[config.mk]
export PLATFORM = sky130hd
export DESIGN_NAME = waveChannel
export DESIGN_NICKNAME = d
export VERILOG_FILES = /design/src/rtl/wavePkg.sv /design/src/rtl/waveCtrl.sv /design/src/rtl/splineAcc.sv /design/src/rtl/cosQuarterLut.sv /design/src/rtl/waveDatapath.sv /design/src/rtl/waveChannel.sv
export SDC_FILE = /design/constraint.sdc
export NUM_CORES = 2
export LEC_CHECK = 0
export ABC_AREA = 1
export BUFFER_PORTS_ARGS = -buffer_cell sky130_fd_sc_hd__clkbuf_2
export CORE_MARGIN = 5
export CORE_UTILIZATION = 55
export CTS_BUF_LIST = sky130_fd_sc_hd__clkbuf_16
export DETAILED_ROUTE_END_ITERATION = 7
export PLACE_DENSITY = 0.71
export SYNTH_ARGS = -nofsm -noshare
export SYNTH_HDL_FRONTEND = slang
export SYNTH_SLANG_ARGS = --single-unit
[constraint.sdc]
create_clock -name clk -period 12.1 [get_ports clk]
set_clock_uncertainty 0.1 [all_clocks]
set_input_delay 0.605 -clock clk [delete_from_list [all_inputs] [get_ports clk]]
set_output_delay 0.605 -clock clk [all_outputs]
set_load 0.01 [all_outputs]
[src/rtl/wavePkg.sv]
package wavePkg;
  localparam int NCOEF = 11;
  localparam int CF_ADDR_W = 4;

  typedef enum logic [CF_ADDR_W-1:0] {
    CF_A0 = 4'd0, CF_A1 = 4'd1, CF_A2 = 4'd2, CF_A3 = 4'd3,
    CF_B0 = 4'd4, CF_B1 = 4'd5, CF_B2 = 4'd6, CF_B3 = 4'd7,
    CF_C0 = 4'd8, CF_C1 = 4'd9, CF_C2 = 4'd10
  } coefAddr_e;

  typedef struct packed {
    logic [NCOEF-1:0] wrSel;
    logic             load;
  } ctrlStb_t;
endpackage

[src/rtl/waveCtrl.sv]
module waveCtrl
  import wavePkg::*;
#(
  parameter int CHAN_IDX = 0,
  parameter int MASK_W   = 16
) (
  input  logic                 wrEn,
  input  logic [CF_ADDR_W-1:0] wrAddr,
  input  logic                 trigValid,
  input  logic [MASK_W-1:0]    trigMask,
  output ctrlStb_t             stb
);
  always_comb begin
    for (int k = 0; k < NCOEF; k++) begin
      stb.wrSel[k] = wrEn && (wrAddr == CF_ADDR_W'(k));
    end
    stb.load = trigValid && trigMask[CHAN_IDX];
  end
endmodule

[src/rtl/splineAcc.sv]
module splineAcc #(
  parameter int ORDER = 3,
  parameter int W     = 32
) (
  input  logic               clk,
  input  logic               rstN,
  input  logic               load,
  input  logic [ORDER:0][W-1:0] seed,
  output logic [W-1:0]       lead,
  output logic [W-1:0]       slope
);
  logic [ORDER:0][W-1:0] term;

  always_ff @(posedge clk or negedge rstN) begin
    if (!rstN) begin
      term <= '0;
    end else if (load) begin
      term <= seed;
    end else begin
      for (int k = 0; k < ORDER; k++) begin
        term[k] <= term[k] + term[k+1];
      end
    end
  end

  assign lead  = term[0];
  assign slope = term[1];
endmodule

[src/rtl/cosQuarterLut.sv]
module cosQuarterLut #(
  parameter int ABITS = 10,
  parameter int COS_W = 16
) (
  input  logic [ABITS-1:0]        phaseIdx,
  output logic signed [COS_W-1:0] cosVal
);
  localparam int  QBITS   = ABITS - 2;
  localparam int  QUARTER = 1 << QBITS;
  localparam int  FULL    = 1 << ABITS;
  localparam real PEAK    = real'((1 << (COS_W-1)) - 1);
  localparam real TWO_PI  = 6.283185307179586;

  logic [QUARTER-1:0][COS_W-1:0] quarterTab;

  for (genvar gi = 0; gi < QUARTER; gi++) begin : gEntry
    localparam int VAL = $rtoi(PEAK * $cos(TWO_PI * (real'(gi) + 0.5) / real'(FULL)) + 0.5);
    assign quarterTab[gi] = COS_W'(VAL);
  end

  logic [1:0]              quad;
  logic [QBITS-1:0]        rdIdx;
  logic signed [COS_W-1:0] mag;

  always_comb begin
    quad   = phaseIdx[ABITS-1 -: 2];
    rdIdx  = quad[0] ? ~phaseIdx[QBITS-1:0] : phaseIdx[QBITS-1:0];
    mag    = quarterTab[rdIdx];
    cosVal = (quad[1] ^ quad[0]) ? -mag : mag;
  end
endmodule

[src/rtl/waveDatapath.sv]
module waveDatapath
  import wavePkg::*;
#(
  parameter int ACC_W     = 32,
  parameter int AMP_W     = 16,
  parameter int COS_W     = 16,
  parameter int LUT_ABITS = 10,
  parameter int OUT_W     = 14,
  parameter int SUM_W     = AMP_W + 2
) (
  input  logic                    clk,
  input  logic                    rstN,
  input  ctrlStb_t                stb,
  input  logic [ACC_W-1:0]        wrData,
  output logic signed [OUT_W-1:0] dacOut,
  output logic [ACC_W-1:0]        levelNow,
  output logic [ACC_W-1:0]        levelSlope,
  output logic [ACC_W-1:0]        ampNow,
  output logic [ACC_W-1:0]        ampSlope,
  output logic [ACC_W-1:0]        phaseNow,
  output logic [ACC_W-1:0]        freqNow,
  output logic signed [SUM_W-1:0] sumNow
);
  localparam int PROD_W = AMP_W + COS_W;
  localparam logic signed [SUM_W-1:0] SAT_HI = SUM_W'((1 << (OUT_W-1)) - 1);
  localparam logic signed [SUM_W-1:0] SAT_LO = SUM_W'(-(1 << (OUT_W-1)));

  logic [NCOEF-1:0][ACC_W-1:0] shadowReg;

  always_ff @(posedge clk or negedge rstN) begin
    if (!rstN) begin
      shadowReg <= '0;
    end else begin
      for (int k = 0; k < NCOEF; k++) begin
        if (stb.wrSel[k]) shadowReg[k] <= wrData;
      end
    end
  end

  logic [3:0][ACC_W-1:0] levelSeed, ampSeed;
  logic [2:0][ACC_W-1:0] phaseSeed;

  always_comb begin
    for (int k = 0; k < 4; k++) begin
      levelSeed[k] = shadowReg[int'(CF_A0) + k];
      ampSeed[k]   = shadowReg[int'(CF_B0) + k];
    end
    for (int k = 0; k < 3; k++) begin
      phaseSeed[k] = shadowReg[int'(CF_C0) + k];
    end
  end

  splineAcc #(.ORDER(3), .W(ACC_W)) uLevel (
    .clk(clk), .rstN(rstN), .load(stb.load), .seed(levelSeed),
    .lead(levelNow), .slope(levelSlope));

  splineAcc #(.ORDER(3), .W(ACC_W)) uAmp (
    .clk(clk), .rstN(rstN), .load(stb.load), .seed(ampSeed),
    .lead(ampNow), .slope(ampSlope));

  splineAcc #(.ORDER(2), .W(ACC_W)) uPhase (
    .clk(clk), .rstN(rstN), .load(stb.load), .seed(phaseSeed),
    .lead(phaseNow), .slope(freqNow));

  logic signed [COS_W-1:0] cosRaw;

  cosQuarterLut #(.ABITS(LUT_ABITS), .COS_W(COS_W)) uCos (
    .phaseIdx(LUT_ABITS'(phaseNow >> (ACC_W - LUT_ABITS))),
    .cosVal(cosRaw));

  logic signed [AMP_W-1:0]  levelS1, ampS1, levelS2;
  logic signed [COS_W-1:0]  cosS1;
  logic signed [PROD_W-1:0] prodFull, prodS2;

  assign prodFull = ampS1 * cosS1;
  assign sumNow   = SUM_W'(levelS2) + SUM_W'(prodS2 >>> (COS_W-1));

  always_ff @(posedge clk or negedge rstN) begin
    if (!rstN) begin
      levelS1 <= '0;
      ampS1   <= '0;
      cosS1   <= '0;
      levelS2 <= '0;
      prodS2  <= '0;
      dacOut  <= '0;
    end else begin
      levelS1 <= AMP_W'(levelNow >> (ACC_W - AMP_W));
      ampS1   <= AMP_W'(ampNow >> (ACC_W - AMP_W));
      cosS1   <= cosRaw;
      levelS2 <= levelS1;
      prodS2  <= prodFull;
      if (sumNow > SAT_HI)      dacOut <= SAT_HI[OUT_W-1:0];
      else if (sumNow < SAT_LO) dacOut <= SAT_LO[OUT_W-1:0];
      else                      dacOut <= sumNow[OUT_W-1:0];
    end
  end
endmodule

[src/rtl/waveChannel.sv]
module waveChannel
  import wavePkg::*;
#(
  parameter int CHAN_IDX  = 0,
  parameter int MASK_W    = 16,
  parameter int ACC_W     = 32,
  parameter int AMP_W     = 16,
  parameter int COS_W     = 16,
  parameter int LUT_ABITS = 10,
  parameter int OUT_W     = 14
) (
  input  logic                    clk,
  input  logic                    rstN,
  input  logic                    wrEn,
  input  logic [CF_ADDR_W-1:0]    wrAddr,
  input  logic [ACC_W-1:0]        wrData,
  input  logic                    trigValid,
  input  logic [MASK_W-1:0]       trigMask,
  output logic signed [OUT_W-1:0] dacOut
);
  localparam int SUM_W = AMP_W + 2;

  ctrlStb_t                stb;
  logic [ACC_W-1:0]        levelNow, levelSlope, ampNow, ampSlope, phaseNow, freqNow;
  logic signed [SUM_W-1:0] sumNow;

  waveCtrl #(.CHAN_IDX(CHAN_IDX), .MASK_W(MASK_W)) uCtrl (
    .wrEn(wrEn), .wrAddr(wrAddr), .trigValid(trigValid),
    .trigMask(trigMask), .stb(stb));

  waveDatapath #(
    .ACC_W(ACC_W), .AMP_W(AMP_W), .COS_W(COS_W),
    .LUT_ABITS(LUT_ABITS), .OUT_W(OUT_W), .SUM_W(SUM_W)
  ) uData (
    .clk(clk), .rstN(rstN), .stb(stb), .wrData(wrData), .dacOut(dacOut),
    .levelNow(levelNow), .levelSlope(levelSlope),
    .ampNow(ampNow), .ampSlope(ampSlope),
    .phaseNow(phaseNow), .freqNow(freqNow), .sumNow(sumNow));
endmodule

# [Word level (Yosys, flattened, before mapping)]
# Memory sizes are Yosys's and may differ from the RTL's.
# Index checks and enable logic that the tools add are counted.
[totals] reg_bits=814 romBits=4096 input_bits=56 output_inout_bits=14 wordCells=76 mem_count=1
[classes] n_addsub=10 multipliers=1 magnitude_cmp=3 n_eq_ne=10 muxes=8 bitwise_logic=2 reduce_logical=13
[mem_list] memory="(name not given)" depth=256 word_bits=16 rd=1 rd_ports_with_merged_regs=0 wr=0 line="cosQuarterLut.sv:28" rtl="mag = quarterTab[rdIdx];"
[op_table] operator="adder 32 bit" count=8
[op_table] operator="2-to-1 mux 96 bit" count=2
[op_table] operator="2-to-1 mux 64 bit" count=1
[op_table] operator="multiplier 16 x 16 -> 32 bit" count=1
[op_table] operator="2-to-1 mux 16 bit" count=2
[op_table] operator="2-to-1 mux 14 bit" count=2
[op_table] operator="adder 16 x 17 -> 18 bit" count=1
[op_table] operator="greater-than comparator 18 x 14 -> 1 bit, second input constant" count=1
[op_table] operator="< comparator 18 x 14 -> 1 bit, second input constant" count=1
[op_table] operator="== test 4 x 3 -> 1 bit, second input constant" count=4
[op_table] operator="negator 16 bit" count=1
[op_table] operator="== test 4 bit, second input constant" count=3
[op_table] operator="logical AND 1 bit" count=12
[op_table] operator="< comparator 8 x 9 -> 1 bit, second input constant" count=1
[op_table] operator="== test 4 x 2 -> 1 bit, second input constant" count=2
[op_table] operator="2-to-1 mux 8 bit" count=1
[op_table] operator="inverter 8 bit" count=1
[op_table] operator="== test 4 x 1 -> 1 bit, second input constant" count=1
[op_table] operator="zero test 4 bit" count=1
[op_table] operator="XOR 1 bit" count=1

# [Longest topological paths before layout]
[depth] ltp_word=6 mapped_depth=27 ltp_nobuf=25

# [By module]
# Synthesis repeated with hierarchy kept, for this count alone.
[unflattened] hier_cells=9018 area_unflattened_um2=65373.9
[modules_own_cells] module="waveDatapath" n_inst=1 cells_each=2465 area_per_inst_um2=27029.7 seq_area_each_um2=11185.7
[modules_own_cells] module="splineAcc at uData.uAmp" n_inst=1 cells_each=2048 area_per_inst_um2=12304.3 seq_area_each_um2=3203.1
[modules_own_cells] module="splineAcc at uData.uLevel" n_inst=1 cells_each=2037 area_per_inst_um2=12117.9 seq_area_each_um2=3203.1
[modules_own_cells] module="splineAcc at uData.uPhase" n_inst=1 cells_each=1429 area_per_inst_um2=8812.2 seq_area_each_um2=2402.3
[modules_own_cells] module="cosQuarterLut" n_inst=1 cells_each=1010 area_per_inst_um2=4989.8 seq_area_each_um2=0.0
[modules_own_cells] module="waveCtrl" n_inst=1 cells_each=29 area_per_inst_um2=120.1 seq_area_each_um2=0.0

# [Worst setup path after synthesis]
# No wires, ideal clock.
[synth_path] path_kind="reg2reg" from="register uData.ampS1[15]" to="register uData.prodS2[30]" arrival_ns=5.458 required_ns=11.877 path_slack_ns=6.420 stages_incl_launch_ff=19 n_path_buf=1 synth_period_minus_slack_ns=5.680 path_cell_list="dfrtp_1 clkbuf_1 nand2_1 inv_1 fa_1 fa_1 inv_1 fa_1 fa_1 fa_1 fa_1 inv_1 ha_1 a21oi_1 o21bai_1 a221oi_1 o21a_1 nand2_1 xor2_1"
[synth_via] elab_chain_cells=1
[synth_lines] element="start: declaration" line="waveDatapath.sv:71" rtl="logic signed [AMP_W-1:0] levelS1, ampS1, levelS2;"
[synth_lines] element="start signal: assignment" line="waveDatapath.sv:88" rtl="ampS1 <= AMP_W'(ampNow >> (ACC_W - AMP_W));"
[synth_lines] element="multiplier 16 x 16 -> 32 bit" line="waveDatapath.sv:75" rtl="assign prodFull = ampS1 * cosS1;"
[synth_lines] element="net uData.prodFull[30]" line="waveDatapath.sv:73" rtl="logic signed [PROD_W-1:0] prodFull, prodS2;"
[synth_lines] element="end signal: assignment" line="waveDatapath.sv:91" rtl="prodS2 <= prodFull;"
[synth_lines] element="end: declaration" line="waveDatapath.sv:73"
# The timed path passes the listed nets, and every way through them passes these cells.
# A chain may end at the register's enable or synchronous reset.

# [Worst setup path in the final report]
[layout_path] from="register uData.ampS1[10]" to="register uData.prodS2[23]"
# Same word-level chain as after synthesis.

==> key figures <==
Outcome
  • Status: completed

Placement
  • Final HPWL DP: 125000 microns
  • Port Buf Inserts: 54
  • GP Congestion: 0.979
  • Placed cell area: 57900 sq um

Floorplan
  • Die area: 110000 sq um
  • Core region area: 102000 sq um
  • Initial Util: 0.556
  • FP Rows: 117
  • Die X: 331 microns
  • # IOs: 70
  • Die height: 331 microns

STA
  • Peak Freq: 154 MHz
  • RSZ-0062 raised after global routing: no
  • Hold WS: 0.0580 ns
  • Setup TNS: 0 ns
  • Max transition margin: 0.205
  • Max-slew violations: 0
  • Final Setup Violations: 0
  • Final Hold Viols: 0
  • Final min period: 6.51 ns
  • Worst slew pin tran: 1.19 ns
  • Final Cycle Share: 0.538

Global routing
  • GRT overflow: 0
  • Vias in the first global route: 47300
  • Total routing usage reported by global routing: 0.311
  • First-pass GRT wire length: 267000 microns
  • Largest net degree at the start of global routing: 177
  • Initial antenna violation count: 14

Yosys
  • Synth top area cells: dfrtp_1 35%, nand2_1 15%, fa_1 9.6%
  • Most common cell in the netlist: nand2_1
  • Syn Area/Cell: 7.67 sq um
  • Synth unique cells: 53
  • Cells after synthesis: 7387
  • Seq cells post-synth: 799
  • Top cells by count, synth: 2314 x nand2_1, 884 x inv_1, 799 x dfrtp_1
  • Synthesis Warnings: 0
  • Post-Syn Nets: 8095
  • Sequential-to-total area share from yosys stat: 0.353
  • Synth area leader: dfrtp_1
  • Primary FF master, synth: dfrtp_1
  • Ys async rst share: 1.00
  • Post-Synthesis Cell Area: 56700 sq um
  • EDFF count, synth: 0
  • Synth top area share: 0.353

Layout
  • Layout area overhead: 7.40%
  • Fin area: 60900 sq um
  • Layout cells sized above 1: 0.0573
  • Nets: 8014

Clocking
  • Root buf cell: clkbuf_16
  • Postcts setup bufs: 0
  • CTS sink cnt: 799
  • Clock slew at reported path FFs: 0.06 ns
  • CTS tree: done
  • Clk buf depth: 3
  • H-tree Lvls: 3
  • Clock Latency Late Sink: 0.68 ns
  • Cts bufs inserted: 89

Route
  • Post-route ant nets: 0
  • Via Count: 49000
  • DRC: 0
  • Vias per cell: 5.60
  • Initial drt markers: 4357
  • Drt pass-1 iters: 7
  • Wire length per cell: 19.3 microns
  • Drt total wl: 169000 microns

Critical path
  • Critical Path RT: 12.54 ns
  • Crit path launch type: flip-flop
  • Crit path DAT: 6.95 ns
  • FF-to-FF path depth: 21
  • Crit Path Category: reg2reg
  • Crit end category: flip-flop
  • Worst-path fanout max: 16

Job
  • Max-Cap Viols: 0

Hold path
  • Min-Delay Path Class: in2reg
  • Hold path depth: 3
-- registers in the layout, summed over array words and instances (netlist names) --
| register | cells |
|---|---|
| uData.uAmp.slope | 32 |
| uData.uLevel.slope | 32 |
| uData.uPhase.lead | 32 |
| uData.cosS1 | 16 |
| uData.uLevel.lead | 32 |
| uData.levelSeed | 128 |
| uData.ampSeed | 128 |
| uData.prodS2 | 17 |
| uData.uLevel.term | 64 |
| uData.uAmp.term | 64 |
| uData.uAmp.lead | 32 |
| uData.levelS1 | 16 |
| uData.dacOut | 14 |
| uData.uPhase.term | 32 |
| uData.levelS2 | 16 |
| uData.phaseSeed | 96 |
| uData.ampS1 | 16 |
| uData.uPhase.slope | 32 |
-- final timing paths --
check,startpoint,to,slack (ns)
max reg2reg,uData.ampS1[10],uData.prodS2[23],5.59
min,wrData[6],uData.ampSeed[38],0.06
max,uData.ampS1[10],uData.prodS2[23],5.59
min reg2reg,uData.uAmp.lead[30],uData.ampS1[14],0.29
max in group asynchronous,rstN,uData.uLevel.slope[28],9.02
min in group asynchronous,rstN,uData.ampSeed[35],0.49
-- metal layers --
metal | vias up | part of all wire | global-route usage
met5 | - | 0.00015 | 0
met4 | 4 | 0.039 | 0.115
met3 | 332 | 0.061 | 0.0442
met2 | 1451 | 0.46 | 0.497
met1 | 23700 | 0.44 | 0.436
li1 | 23600 | - | -
-- cell type report --
type | instances | area (sq um)
inverter | 900 | 3390
tap | 1368 | 1710
multi-input combinational | 5427 | 32200
sequential | 799 | 20000
timing repair buffer | 89 | 583
fill | 9441 | 41100
antenna | 6 | 15.0
clock inverter | 71 | 717
clock buffer | 90 | 2250
-- kinds of logic (layout without fill, tap and decap cells) --
group | after synthesis | count (layout) | synth area share
compound gates | 1320 | 1320 | 0.127
simple gates | 3349 | 3349 | 0.244
buf+inv | 1161 | 1150 | 0.0799
flops | 799 | 799 | 0.353
fa+ha+maj | 652 | 652 | 0.180
other cells | 0 | 6 | 0
xor+xnor | 106 | 106 | 0.0165
-- through the flow --
step	utilization	instances	setup WS, ns
6_report	0.597	8750	5.59
5_1_grt	0.597	8750	5.25
4_1_cts	0.597	8744	5.66
3_5_place_dp	0.567	8582	5.70
3_3_place_gp	0.567	8582	5.70
2_1_floorplan	-	7387	6.42
-- cell usage in the layout, fill, tap and decap left out, drive strengths merged, types with 13 or more instances in the layout --
| cell type | instances |
|---|---|
| a221oi | 14 |
| o211ai | 26 |
| nand2 | 2340 |
| inv | 913 |
| buf | 35 |
| fa | 273 |
| ha | 379 |
| a21o | 29 |
| o21bai | 43 |
| nor2 | 339 |
| xnor2 | 41 |
| clkinv | 43 |
| xor2 | 65 |
| a31oi | 55 |
| o21ai | 655 |
| o21a | 39 |
| bufinv | 13 |
| o31ai | 23 |
| nor4 | 33 |
| or2 | 138 |
| dfrtp | 799 |
| nand4 | 25 |
| clkbuf | 143 |
| nor3 | 56 |
| a21oi | 417 |
| nand3 | 396 |
-- worst max-delay path, stage by stage (launching register included) --
cell	delay (ns)
dfrtp_1	0.84
nand2_1	0.17
fa_1	0.54
fa_1	0.48
fa_1	0.55
inv_1	0.06
fa_1	0.51
fa_1	0.51
inv_1	0.05
fa_1	0.65
inv_1	0.08
ha_1	0.32
nand2_1	0.11
nor2_1	0.14
nand4_1	0.10
inv_1	0.08
a21oi_1	0.06
o21ai_0	0.43
a21oi_1	0.19
nor2_1	0.13
nor2_1	0.06
xnor2_1	0.21
-- what timing repair did --
action,in CTS,in global routing
endpoints found under the hold margin,113,0
resized for setup,0,0
hold buffers,1,0
Power is not shown: default switching activity piles up to over one toggle a cycle in this logic, so the estimate is an artifact.
